$ cat config.mk
export PLATFORM = sky130hd
export DESIGN_NAME = usbwk_capture
export DESIGN_NICKNAME = d
export VERILOG_FILES = /design/src/rtl/usbwk_pkg.sv /design/src/rtl/usbwk_sync.sv /design/src/rtl/usbwk_src.sv /design/src/rtl/usbwk_capture.sv
export SDC_FILE = /design/constraint.sdc
export NUM_CORES = 1
export LEC_CHECK = 0
export CAP_MARGIN = 10
export CORE_MARGIN = 1.5
export CORE_UTILIZATION = 40
export CTS_BUF_LIST = sky130_fd_sc_hd__clkbuf_8
export DETAILED_ROUTE_END_ITERATION = 8
export DONT_BUFFER_PORTS = 1
export GPL_ROUTABILITY_DRIVEN = 0
export PLACE_DENSITY_LB_ADDON = 0.05
export SLEW_MARGIN = 10
export SYNTH_ARGS = -nofsm -noshare
export SYNTH_HDL_FRONTEND = slang
export SYNTH_HIERARCHICAL = 1
export SYNTH_SLANG_ARGS = --single-unit
$ cat constraint.sdc
create_clock -name clk -period 1.3 [get_ports clk]
set_input_delay 0.325 -clock clk [delete_from_list [all_inputs] [get_ports clk]]
set_output_delay 0.325 -clock clk [all_outputs]
set_load 0.05 [all_outputs]
$ cat src/rtl/usbwk_pkg.sv
package usbwk_pkg;
  localparam int NSRC   = 4;   // sources: 0 vbus, 1 session, 2 line state, 3 overcurrent
  localparam int RAW_W  = 5;   // packed width of all source inputs
  localparam int WORD_W = 32;
  localparam int CLR_BIT = 0;

  // width of each source in bits
  function automatic int src_w(input int i);
    return (i == 2) ? 2 : 1;
  endfunction

  // offset of each source inside the packed input vector
  function automatic int src_off(input int i);
    case (i)
      0: return 0;
      1: return 1;
      2: return 2;
      default: return 4;
    endcase
  endfunction

  // bit of the status flag in the read word
  function automatic int flag_bit(input int i);
    return 1 + i;
  endfunction

  // lowest bit of the "before" snapshot; "after" follows directly above it
  function automatic int snap_base(input int i);
    return 5 + 2 * src_off(i);
  endfunction
endpackage

$ cat src/rtl/usbwk_sync.sv
module usbwk_sync #(
  parameter int W = 1
) (
  input  logic         clk,
  input  logic         rst_n,
  input  logic [W-1:0] d,
  output logic [W-1:0] q
);
  logic [W-1:0] stage1_q;

  always_ff @(posedge clk or negedge rst_n) begin
    if (!rst_n) begin
      stage1_q <= '0;
      q        <= '0;
    end else begin
      stage1_q <= d;
      q        <= stage1_q;
    end
  end
endmodule

$ cat src/rtl/usbwk_src.sv
module usbwk_src #(
  parameter int W = 1
) (
  input  logic         clk,
  input  logic         rst_n,
  input  logic [W-1:0] cur,
  input  logic         arm,
  input  logic         clr,
  output logic         evt,
  output logic         flag,
  output logic [W-1:0] snap_prev,
  output logic [W-1:0] snap_cur
);
  logic [W-1:0] prev_q;
  logic         first_w;

  assign evt     = arm && (cur != prev_q);
  assign first_w = !flag || clr;

  always_ff @(posedge clk or negedge rst_n) begin
    if (!rst_n) begin
      prev_q    <= '0;
      flag      <= 1'b0;
      snap_prev <= '0;
      snap_cur  <= '0;
    end else begin
      prev_q <= cur;
      if (evt)      flag <= 1'b1;
      else if (clr) flag <= 1'b0;
      if (evt && first_w) begin
        snap_prev <= prev_q;
        snap_cur  <= cur;
      end
    end
  end
endmodule

$ cat src/rtl/usbwk_capture.sv
module usbwk_capture
  import usbwk_pkg::*;
(
  input  logic              clk,
  input  logic              rst_n,
  input  logic [NSRC-1:0]   wake_en,
  input  logic              clkstop_req,
  input  logic              vbus_valid_i,
  input  logic              sess_valid_i,
  input  logic [1:0]        line_state_i,
  input  logic              ovc_n_i,
  input  logic              wr_en,
  input  logic [WORD_W-1:0] wr_data,
  output logic [WORD_W-1:0] rd_data
);
  logic [RAW_W-1:0] raw_w, sync_q, snap_p, snap_c;
  logic [NSRC-1:0]  evt_q, flag_q;
  logic             clr_w;

  assign raw_w = {ovc_n_i, line_state_i, sess_valid_i, vbus_valid_i};
  assign clr_w = wr_en && wr_data[CLR_BIT];

  usbwk_sync #(.W(RAW_W)) u_sync (
    .clk(clk), .rst_n(rst_n), .d(raw_w), .q(sync_q)
  );

  for (genvar i = 0; i < NSRC; i++) begin : g_src
    localparam int W   = src_w(i);
    localparam int OFF = src_off(i);
    usbwk_src #(.W(W)) u_src (
      .clk      (clk),
      .rst_n    (rst_n),
      .cur      (sync_q[OFF +: W]),
      .arm      (wake_en[i] && clkstop_req),
      .clr      (clr_w),
      .evt      (evt_q[i]),
      .flag     (flag_q[i]),
      .snap_prev(snap_p[OFF +: W]),
      .snap_cur (snap_c[OFF +: W])
    );
  end

  always_comb begin
    rd_data = '0;
    for (int i = 0; i < NSRC; i++) begin
      rd_data[flag_bit(i)] = flag_q[i];
      for (int j = 0; j < src_w(i); j++) begin
        rd_data[snap_base(i) + j]            = snap_p[src_off(i) + j];
        rd_data[snap_base(i) + src_w(i) + j] = snap_c[src_off(i) + j];
      end
    end
  end
endmodule

==> flow_metrics.tcl, run 1 <==
set metrics [dict create \
    status "finished with violations" \
    failed_checks "setup timing" \
    yosysMostFrequentCell "dfrtp_1" \
    cts_max_path_buffers 2 \
    dieArea_sq_um 3430 \
    core_area_sq_um 2853 \
    grt_max_degree 30 \
    n_fill_cell 245 \
    finalCriticalPeriod_ns 1.323 \
    hold_end "u_sync/stage1_q[4]$_DFF_PN0_" \
    cap_violations 0 \
    numCtsBuffers 5 \
    num_vias 714 \
    start_util_pct 43.29 \
    grt_pass1_vias 719 \
    critPathLaunchType "register" \
    rsz0062_at_grt "true" \
    ys_types 16 \
    cp_slowest_cell "dfrtp_1" \
    num_io_pins 77 \
    pwr_density_cell_nw_per_um2 1796 \
    min_path_cells 0 \
    drt_iter0_drc 32 \
    yosys_warnings 6 \
    ant_nets 0 \
    crit_chain "xor2_1, o211ai_2, buf_4, mux2_1" \
    syn-instance-count 96 \
    place_ws_ns -0.02323 \
    diodes 0 \
    critPathArrivalTime_ns 1.48 \
    antenna_found_initial 0 \
    synth_commonest_cells "dfrtp_1 (29), buf_4 (18), and2_1 (8)" \
    synth_top_area_share_pct 58.76 \
    yosys-top-cells-area "dfrtp_1 (59%), buf_4 (11%), and2_1 (4.1%)" \
    hold_start "ovc_n_i" \
    peakVddDrop_uv 913.0 \
    routedWlPerCell_um 12.27 \
    end_kind "register" \
    fin_nets 164 \
    grt_remaining_overflow 0 \
    r2r_setup_slack_ns -0.02 \
    cts_max_level 2 \
    syn-cell-area_sq_um 1235 \
    clk_latency_ns 0.28 \
    ys_ff_latch 29 \
    synth_edf_count 0 \
    drt-total-wl_um 1853 \
    drive_gt1_share_pct 25.83 \
    die_w_um 58.57 \
    clock.fmax_ghz 0.7557 \
    finalSetupTns_ns -0.05601 \
    p_leak_nw 0.7052 \
    clkSlewWorstSetupHoldPaths_ns 0.06 \
    syn_to_final_growth_pct 19.66 \
    track_usage_pct 12.68 \
    rows 19 \
    cpPeakStageDelay_ns 0.38 \
    cp.required_ns 1.46 \
    clock_sinks 29 \
    drc_errors 0 \
    fin_area_sq_um 1478 \
    grt_pass1_wl_um 3070 \
    async_reset_ff_share_pct 100.0 \
    cts_tree "yes" \
    synth_top_area_cell "dfrtp_1" \
    place_area_sq_um 1301 \
    min_path_type "primary input to register" \
    r2r_end "g_src[2].u_src/snap_prev[0]$_DFFE_PN0P_" \
    synth.yosys.seq_area_share_pct 58.76 \
    fin_worst_skew_ns 0.001420 \
    setup_slack_ns -0.02327 \
    fin_util_pct 51.80 \
    die_h_um 58.57 \
    setup_viol 4 \
    final_cells 151 \
    hold_viol 0 \
    period_share_pct 101.8 \
    ys.flop_type "dfrtp_1" \
    slew_viol_final 0 \
    portBuffers 0 \
    dr.pass1.iters 3 \
    dp.final_hpwl_um 1277 \
    cts-root-buf "clkbuf_8" \
    worstSetupPathType "register to register" \
    cp_max_fo 2 \
    reg2reg_depth 4 \
    syn_area_per_cell_sq_um 12.86 \
    placed_cells 139 \
    r2r_start "g_src[2].u_src/prev_q[0]$_DFF_PN0_" \
    vias_per_cell 4.728 \
]
power breakdown:
part	total [mW]	internal (mW)	switching, mW
Sequential	1.08	0.995	0.0896
Combinational	0.629	0.190	0.439
Clock	0.940	0.616	0.325
how the worst max path moves through the flow:
stage / from / slack [ns] / to
floorplan: g_src[0].u_src/flag$_DFFE_PN0P_ / 0.002 / g_src[0].u_src/snap_prev$_DFFE_PN0P_
global placement: g_src[2].u_src/prev_q[1]$_DFF_PN0_ / -0.01 / g_src[2].u_src/snap_cur[0]$_DFFE_PN0P_
detailed placement: g_src[2].u_src/prev_q[1]$_DFF_PN0_ / -0.02 / g_src[2].u_src/snap_cur[0]$_DFFE_PN0P_
CTS: g_src[2].u_src/prev_q[0]$_DFF_PN0_ / -0.02 / g_src[2].u_src/snap_prev[0]$_DFFE_PN0P_
global route: g_src[2].u_src/prev_q[0]$_DFF_PN0_ / -0.08 / g_src[2].u_src/snap_prev[0]$_DFFE_PN0P_
finish: g_src[2].u_src/prev_q[0]$_DFF_PN0_ / -0.02 / g_src[2].u_src/snap_prev[0]$_DFFE_PN0P_
cells in the final DEF, fill, tap and decap left out, types with 3 or more instances in the layout:
cell type | synthesis | routed
clkbuf_8 | 0 | 6
inv_1 | 3 | 4
nand3_1 | 6 | 6
and2_1 | 8 | 8
nand2b_1 | 5 | 5
conb_1 | 1 | 18
a31o_1 | 3 | 3
a22o_1 | 3 | 3
xor2_1 | 5 | 5
o2bb2ai_1 | 3 | 3
dfrtp_1 | 29 | 28
mux2_4 | 0 | 3
nand2b_4 | 3 | 3
buf_4 | 18 | 14
a31oi_1 | 3 | 3
layout make-up:
class                   count  area (sq um)  area share, %
clock inverters             2         33.78          2.286
clock buffers               6         82.58          5.588
inverters                   3         11.26         0.7621
flip-flops and latches     29         726.9          49.20
multi-input cells          63         437.9          29.64
repair buffers             17         146.4          9.907
well taps                  31         38.79          2.625
metal layers:
layer	track usage, %	part of all wire (%)	up-vias
met2	20.22	46	43
met1	13.51	44	335
met5	0	0	-
met4	5.980	0.54	0
li1	-	-	334
met3	7.253	9.2	2
critical path, delay by kind of cell, from the launching register on:
kind                   cells  cell delay, ns
buffers and inverters      1            0.14
multiplexers               1            0.30
flip-flops                 1            0.38
AO/OA/AOI/OAI              1            0.20
XOR/XNOR                   1            0.18
timing repair:
item | 4_1_cts | 5_1_grt
hold buffers | 2 | 0
endpoints found under the hold margin | 29 | 0
endpoints found under the setup margin | 4 | 4
buffers inserted | 2 | 0
gates cloned | 0 | 0
resized for setup | 4 | 0
pin swaps | 1 | 0
kinds of logic after synthesis:
logic type	count (synthesis)	share of synthesized area, %
multiplexers	4	3.647
AO/OA/AOI/OAI	14	9.525
buffers and inverters	21	11.85
XOR/XNOR	5	3.546
other	1	0.3037
flip-flops	29	58.76
AND/OR/NAND/NOR	22	12.36
sequential cells by signal, summed over array words and instances (netlist names):
signal and flops:
g_src.u_src/prev_q 5, g_src.u_src/flag 4, g_src.u_src/snap_prev 5, u_sync/stage1_q 5
g_src.u_src/snap_cur 5, u_sync/q 5
metrics by stage:
stage,power [mW],hold slack [ns]
global route,2.776,0.05366
CTS,2.694,0.06257
global placement,1.669,0.03013
finish,2.654,0.07316
floorplan,1.581,0.02941
detailed placement,1.676,0.03014
Power figures use the tool's default switching activity.
==> run 2, diff against run 1 <==
--- a/config.mk
+++ b/config.mk
@@ -13,6 +13,7 @@
 export DONT_BUFFER_PORTS = 1
 export GPL_ROUTABILITY_DRIVEN = 0
 export PLACE_DENSITY_LB_ADDON = 0.05
+export SKIP_CTS_REPAIR_TIMING = 1
 export SLEW_MARGIN = 10
 export SYNTH_ARGS = -nofsm -noshare
 export SYNTH_HDL_FRONTEND = slang
==> run 2 against run 1 <==
  * Sequential power about the same
  * Utilization grew 0.39 points
  * Clock power about the same
  * Critical endpoint is now g_src[2].u_src/snap_cur[0]$_DFFE_PN0P_
  * Wire length up 0.43%
  * Critical path depth unchanged
  * Flip-flop and latch count stayed put
  * First-iteration DRC count is 41% lower
  * The flow still finishes with violations (setup timing)
  * Largest power group unchanged
  * Sequential share of layout area shrank 0.37 points
==> flow_metrics.tcl, run 2 (same netlist as run 1, synthesis figures left out) <==
set metrics [dict create \
    rows 19 \
    layout_common_cells "dfrtp_1 (28), conb_1 (18), buf_4 (14)" \
    critPathLaunchType "register" \
    drt-total-wl_um 1861 \
    core_area_sq_um 2853 \
    grt_max_degree 30 \
    grt_pass1_vias 710 \
    fin_nets 164 \
    cpPeakStageDelay_ns 0.40 \
    pwr_density_cell_nw_per_um2 1789 \
    setup_viol 4 \
    cp.required_ns 1.46 \
    end_kind "register" \
    syn_to_final_growth_pct 20.57 \
    crit_chain "xor2_2, o211ai_2, buf_6, mux2_4" \
    cap_violations 0 \
    dieArea_sq_um 3430 \
    diodes 0 \
    die_w_um 58.57 \
    cts_tree "yes" \
    cp_max_fo 4 \
    portBuffers 0 \
    grt_pass1_wl_um 3015 \
    p_leak_nw 0.7120 \
    cp_slowest_cell "dfrtp_1" \
    min_path_type "primary input to register" \
    power_mw 2.664 \
    setup_slack_ns -0.02778 \
    numCtsBuffers 5 \
    num_io_pins 77 \
    status "finished with violations" \
    final_cells 151 \
    drc_errors 0 \
    mostFrequentLayoutCell "dfrtp_1" \
    cts_max_path_buffers 2 \
    peakVddDrop_uv 864.0 \
    dr.pass1.iters 3 \
    worst-path-buf-inv 1 \
    worstSetupPathType "register to register" \
    drive_gt1_share_pct 27.50 \
    routedWlPerCell_um 12.32 \
    hold_viol 0 \
    period_share_pct 102.1 \
    cp_top_family "flip-flops" \
    finalCriticalPeriod_ns 1.328 \
    clock_sinks 29 \
    cts-root-buf "clkbuf_8" \
    clock.fmax_ghz 0.7531 \
    clk_latency_ns 0.27 \
    ant_nets 0 \
    placed_cells 139 \
    fin_worst_skew_ns 0.001932 \
    place_ws_ns -0.02323 \
    vias_per_cell 4.735 \
    track_usage_pct 12.44 \
    num_vias 715 \
    slew_viol_final 0 \
    grt_remaining_overflow 0 \
    critPathArrivalTime_ns 1.49 \
    clkSlewWorstSetupHoldPaths_ns 0.06 \
    start_util_pct 43.29 \
    dp.final_hpwl_um 1277 \
    cts_max_level 2 \
    rsz0062_at_grt "true" \
    die_h_um 58.57 \
    antenna_found_initial 0 \
    failed_checks "setup timing" \
    drt_iter0_drc 19 \
]
run 2: where the power goes:
| part | switching (mW) | internal [mW] |
|---|---|---|
| Combinational | 0.441 | 0.199 |
| Clock | 0.323 | 0.616 |
| Sequential | 0.0910 | 0.995 |
| Total | 0.855 | 1.81 |
run 2: final timing paths:
| kind | endpoint | slack (ns) | cells past startpoint | from |
|---|---|---|---|---|
| worst max-delay path | g_src[2].u_src/snap_cur[0]$_DFFE_PN0P_ | -0.03 | 4 | g_src[2].u_src/prev_q[0]$_DFF_PN0_ |
| worst min-delay path | u_sync/stage1_q[4]$_DFF_PN0_ | 0.07 | 0 | ovc_n_i |
| worst max register to register | g_src[2].u_src/snap_cur[0]$_DFFE_PN0P_ | -0.03 | 4 | g_src[2].u_src/prev_q[0]$_DFF_PN0_ |
| worst min register to register | u_sync/q[0]$_DFF_PN0_ | 0.35 | 0 | u_sync/stage1_q[0]$_DFF_PN0_ |
| max in group asynchronous | g_src[2].u_src/flag$_DFFE_PN0P_ | 0.65 | 2 | rst_n |
| min in group asynchronous | g_src[2].u_src/snap_prev[1]$_DFFE_PN0P_ | 0.48 | 2 | rst_n |
run 2: worst reg2reg max path, stage by stage (launching register included):
cell      delay (ns)
dfrtp_1         0.40
xor2_2          0.19
o211ai_2        0.18
buf_6           0.15
mux2_4          0.29
run 2: cell type report:
type | count | area (sq um)
Multi-Input combinational cell | 63 | 449.2
Fill cell | 245 | 1364
Clock buffer | 6 | 82.58
Inverter | 3 | 11.26
Tap cell | 31 | 38.79
Sequential cell | 29 | 726.9
Timing Repair Buffer | 17 | 146.4
Clock inverter | 2 | 33.78
run 2: per-layer routing:
metal,GRT usage (%),vias to the layer above,part of all wire (%),routed length [um]
li1,-,332,-,-
met1,13.22,340,44,821
met2,19.58,41,47,869
met3,7.473,2,8.6,160
met4,5.980,0,0.54,10
met5,0,-,0,0
run 2: metrics by stage:
step / util [%] / setup TNS, ns / instance area (sq um) / hold slack [ns]
global placement: 45.61 / -0.03968 / 1301 / 0.03013
detailed placement: 45.61 / -0.06670 / 1301 / 0.03014
finish: 52.19 / -0.1034 / 1489 / 0.07414
CTS: 49.69 / -0.09733 / 1418 / -0.2725
global route: 52.19 / -0.2333 / 1489 / 0.05410
floorplan: - / 0 / 1300 / 0.02941
==> run 3, diff against run 2 <==
==> constraint.sdc (replaced) <==
create_clock -name clk -period 1.5 [get_ports clk]
set_input_delay 0.375 -clock clk [delete_from_list [all_inputs] [get_ports clk]]
set_output_delay 0.375 -clock clk [all_outputs]
set_load 0.05 [all_outputs]
==> run 3 against run 2 <==
  * The flow now finishes without violations
  * Sequential power shrank 4%
  * Utilization shrank 3.1 points
  * Power shrank 17%
  * Final area shrank 5.9%
  * Maximum frequency grew 1.5%
  * Non-clock buffer count shrank 8
  * Combinational power shrank 45%
  * Register-to-register slack gained 0.22 ns
  * Largest cell class unchanged
  * Sequential share of layout area grew 3.0 points
  * Via count shrank 2.5%
  * Critical path depth shrank 1
==> flow_metrics.tcl, run 3 (same netlist as run 1, synthesis figures left out) <==
set metrics [dict create \
    status "finished clean" \
    drt_iter0_drc 9 \
    num_io_pins 77 \
    grt_pass1_wl_um 3132 \
    critPathLaunchType "register" \
    worst_pin_slew_ns 0.5006 \
    hold_viol 0 \
    reg2reg_depth 3 \
    syn_to_final_growth_pct 13.47 \
    routedWlPerCell_um 12.49 \
    clock.fmax_ghz 0.7641 \
    finalSetupTns_ns 0 \
    end_kind "register" \
    peakVddDrop_uv 758.9 \
    diodes 0 \
    dr.pass1.iters 4 \
    r2r_end "g_src[2].u_src/snap_cur[0]$_DFFE_PN0P_" \
    fin_nets 156 \
    grt_max_degree 30 \
    fin_worst_skew_ns 0.005835 \
    cts_max_level 2 \
    numCtsBuffers 5 \
    drive_gt1_share_pct 16.96 \
    min_path_type "primary input to register" \
    clock_sinks 29 \
    period_share_pct 87.25 \
    vias_per_cell 4.874 \
    r2r_setup_slack_ns 0.19 \
    portBuffers 0 \
    rsz0062_at_grt "false" \
    cp.required_ns 1.65 \
    setup_viol 0 \
    cap_violations 0 \
    n_fill_cell 255 \
    ant_nets 0 \
    cts_max_path_buffers 2 \
    cp_max_fo 4 \
    drc_errors 0 \
    grt_remaining_overflow 0 \
    p_leak_nw 0.6520 \
    clkSlewWorstSetupHoldPaths_ns 0.06 \
    drt-total-wl_um 1786 \
    cpPeakStageDelay_ns 0.40 \
    place_ws_ns 0.1382 \
    relSlewSlack_pct 66.63 \
    fin_util_pct 49.12 \
    min_path_cells 0 \
    critPathArrivalTime_ns 1.46 \
    finalCriticalPeriod_ns 1.309 \
    layout_common_cells "dfrtp_1 (29), conb_1 (18), and2_1 (8)" \
    core_area_sq_um 2853 \
    seq_area_sq_um 725.7 \
    crit_chain "xor2_1, o211ai_2, mux2_1" \
    place_area_sq_um 1255 \
    power_mw 2.212 \
    rows 19 \
    num_vias 697 \
    dieArea_sq_um 3430 \
    dp.final_hpwl_um 1256 \
    hold_start "ovc_n_i" \
    die_h_um 58.57 \
    cp_slowest_cell "dfrtp_1" \
    hold_end "u_sync/stage1_q[4]$_DFF_PN0_" \
    track_usage_pct 12.68 \
    setup_slack_ns 0.1912 \
    pwr_density_cell_nw_per_um2 1578 \
    clk_latency_ns 0.27 \
    mostFrequentLayoutCell "dfrtp_1" \
    r2r_start "u_sync/q[3]$_DFF_PN0_" \
    start_util_pct 43.29 \
    cts-root-buf "clkbuf_8" \
    worstSetupPathType "register to register" \
    slew_viol_final 0 \
    multi_input_area_sq_um 426.7 \
    fin_area_sq_um 1401 \
    cts_tree "yes" \
    grt_pass1_vias 703 \
    antenna_found_initial 0 \
    die_w_um 58.57 \
]
==> run 3: cell types whose count changed in the layout (fill, tap and decap cells not counted) <==
cell	before	now
buf_4	14	7
buf_6	1	0
dfrtp_1	28	29
dfrtp_2	1	0
mux2_1	0	4
mux2_4	4	0
xor2_1	4	5
xor2_2	1	0
==> run 3: how the worst max path moves through the flow <==
| stage | start | endpoint | slack [ns] |
|---|---|---|---|
| floorplan | g_src[2].u_src/flag$_DFFE_PN0P_ | g_src[2].u_src/snap_cur[0]$_DFFE_PN0P_ | 0.16 |
| global placement | wr_en | g_src[2].u_src/snap_cur[0]$_DFFE_PN0P_ | 0.13 |
| detailed placement | wr_en | g_src[2].u_src/snap_prev[1]$_DFFE_PN0P_ | 0.14 |
| CTS | u_sync/q[3]$_DFF_PN0_ | g_src[2].u_src/snap_cur[0]$_DFFE_PN0P_ | 0.16 |
| global route | u_sync/q[3]$_DFF_PN0_ | g_src[2].u_src/snap_cur[0]$_DFFE_PN0P_ | 0.09 |
| finish | u_sync/q[3]$_DFF_PN0_ | g_src[2].u_src/snap_cur[0]$_DFFE_PN0P_ | 0.19 |
==> run 3: where the power goes <==
group	internal, mW	switching (mW)
registers	0.859	0.194
logic	0.0996	0.255
clock network	0.534	0.271
==> run 3: final cells by class <==
class / instances / area share [%]
clock inverter: 2 / 2.411
tap: 31 / 2.768
clock buffer: 6 / 5.893
sequential: 29 / 51.79
timing repair buffer: 9 / 5.893
multi-input combinational: 63 / 30.45
inverter: 3 / 0.8036
==> run 3: routing by layer <==
| metal | global-route usage (%) | vias up | wire length, um |
|---|---|---|---|
| li1 | - | 317 | - |
| met1 | 15.83 | 334 | 763 |
| met2 | 18.14 | 41 | 816 |
| met3 | 5.934 | 5 | 173 |
| met4 | 6.977 | 0 | 31 |
| met5 | 0 | - | 0 |
==> run 3: stage by stage <==
step,cells,hold slack [ns]
finish,143,0.1267
global route,143,0.1096
CTS,141,-0.2185
detailed placement,133,0.08021
global placement,133,0.08024
floorplan,113,0.07941
==> run 3: worst max-delay path: cells and delay by family, from the launching register on <==
kind,cells,cell delay (ns)
compound gates,1,0.28
xor+xnor,1,0.17
flops,1,0.40
mux,1,0.35
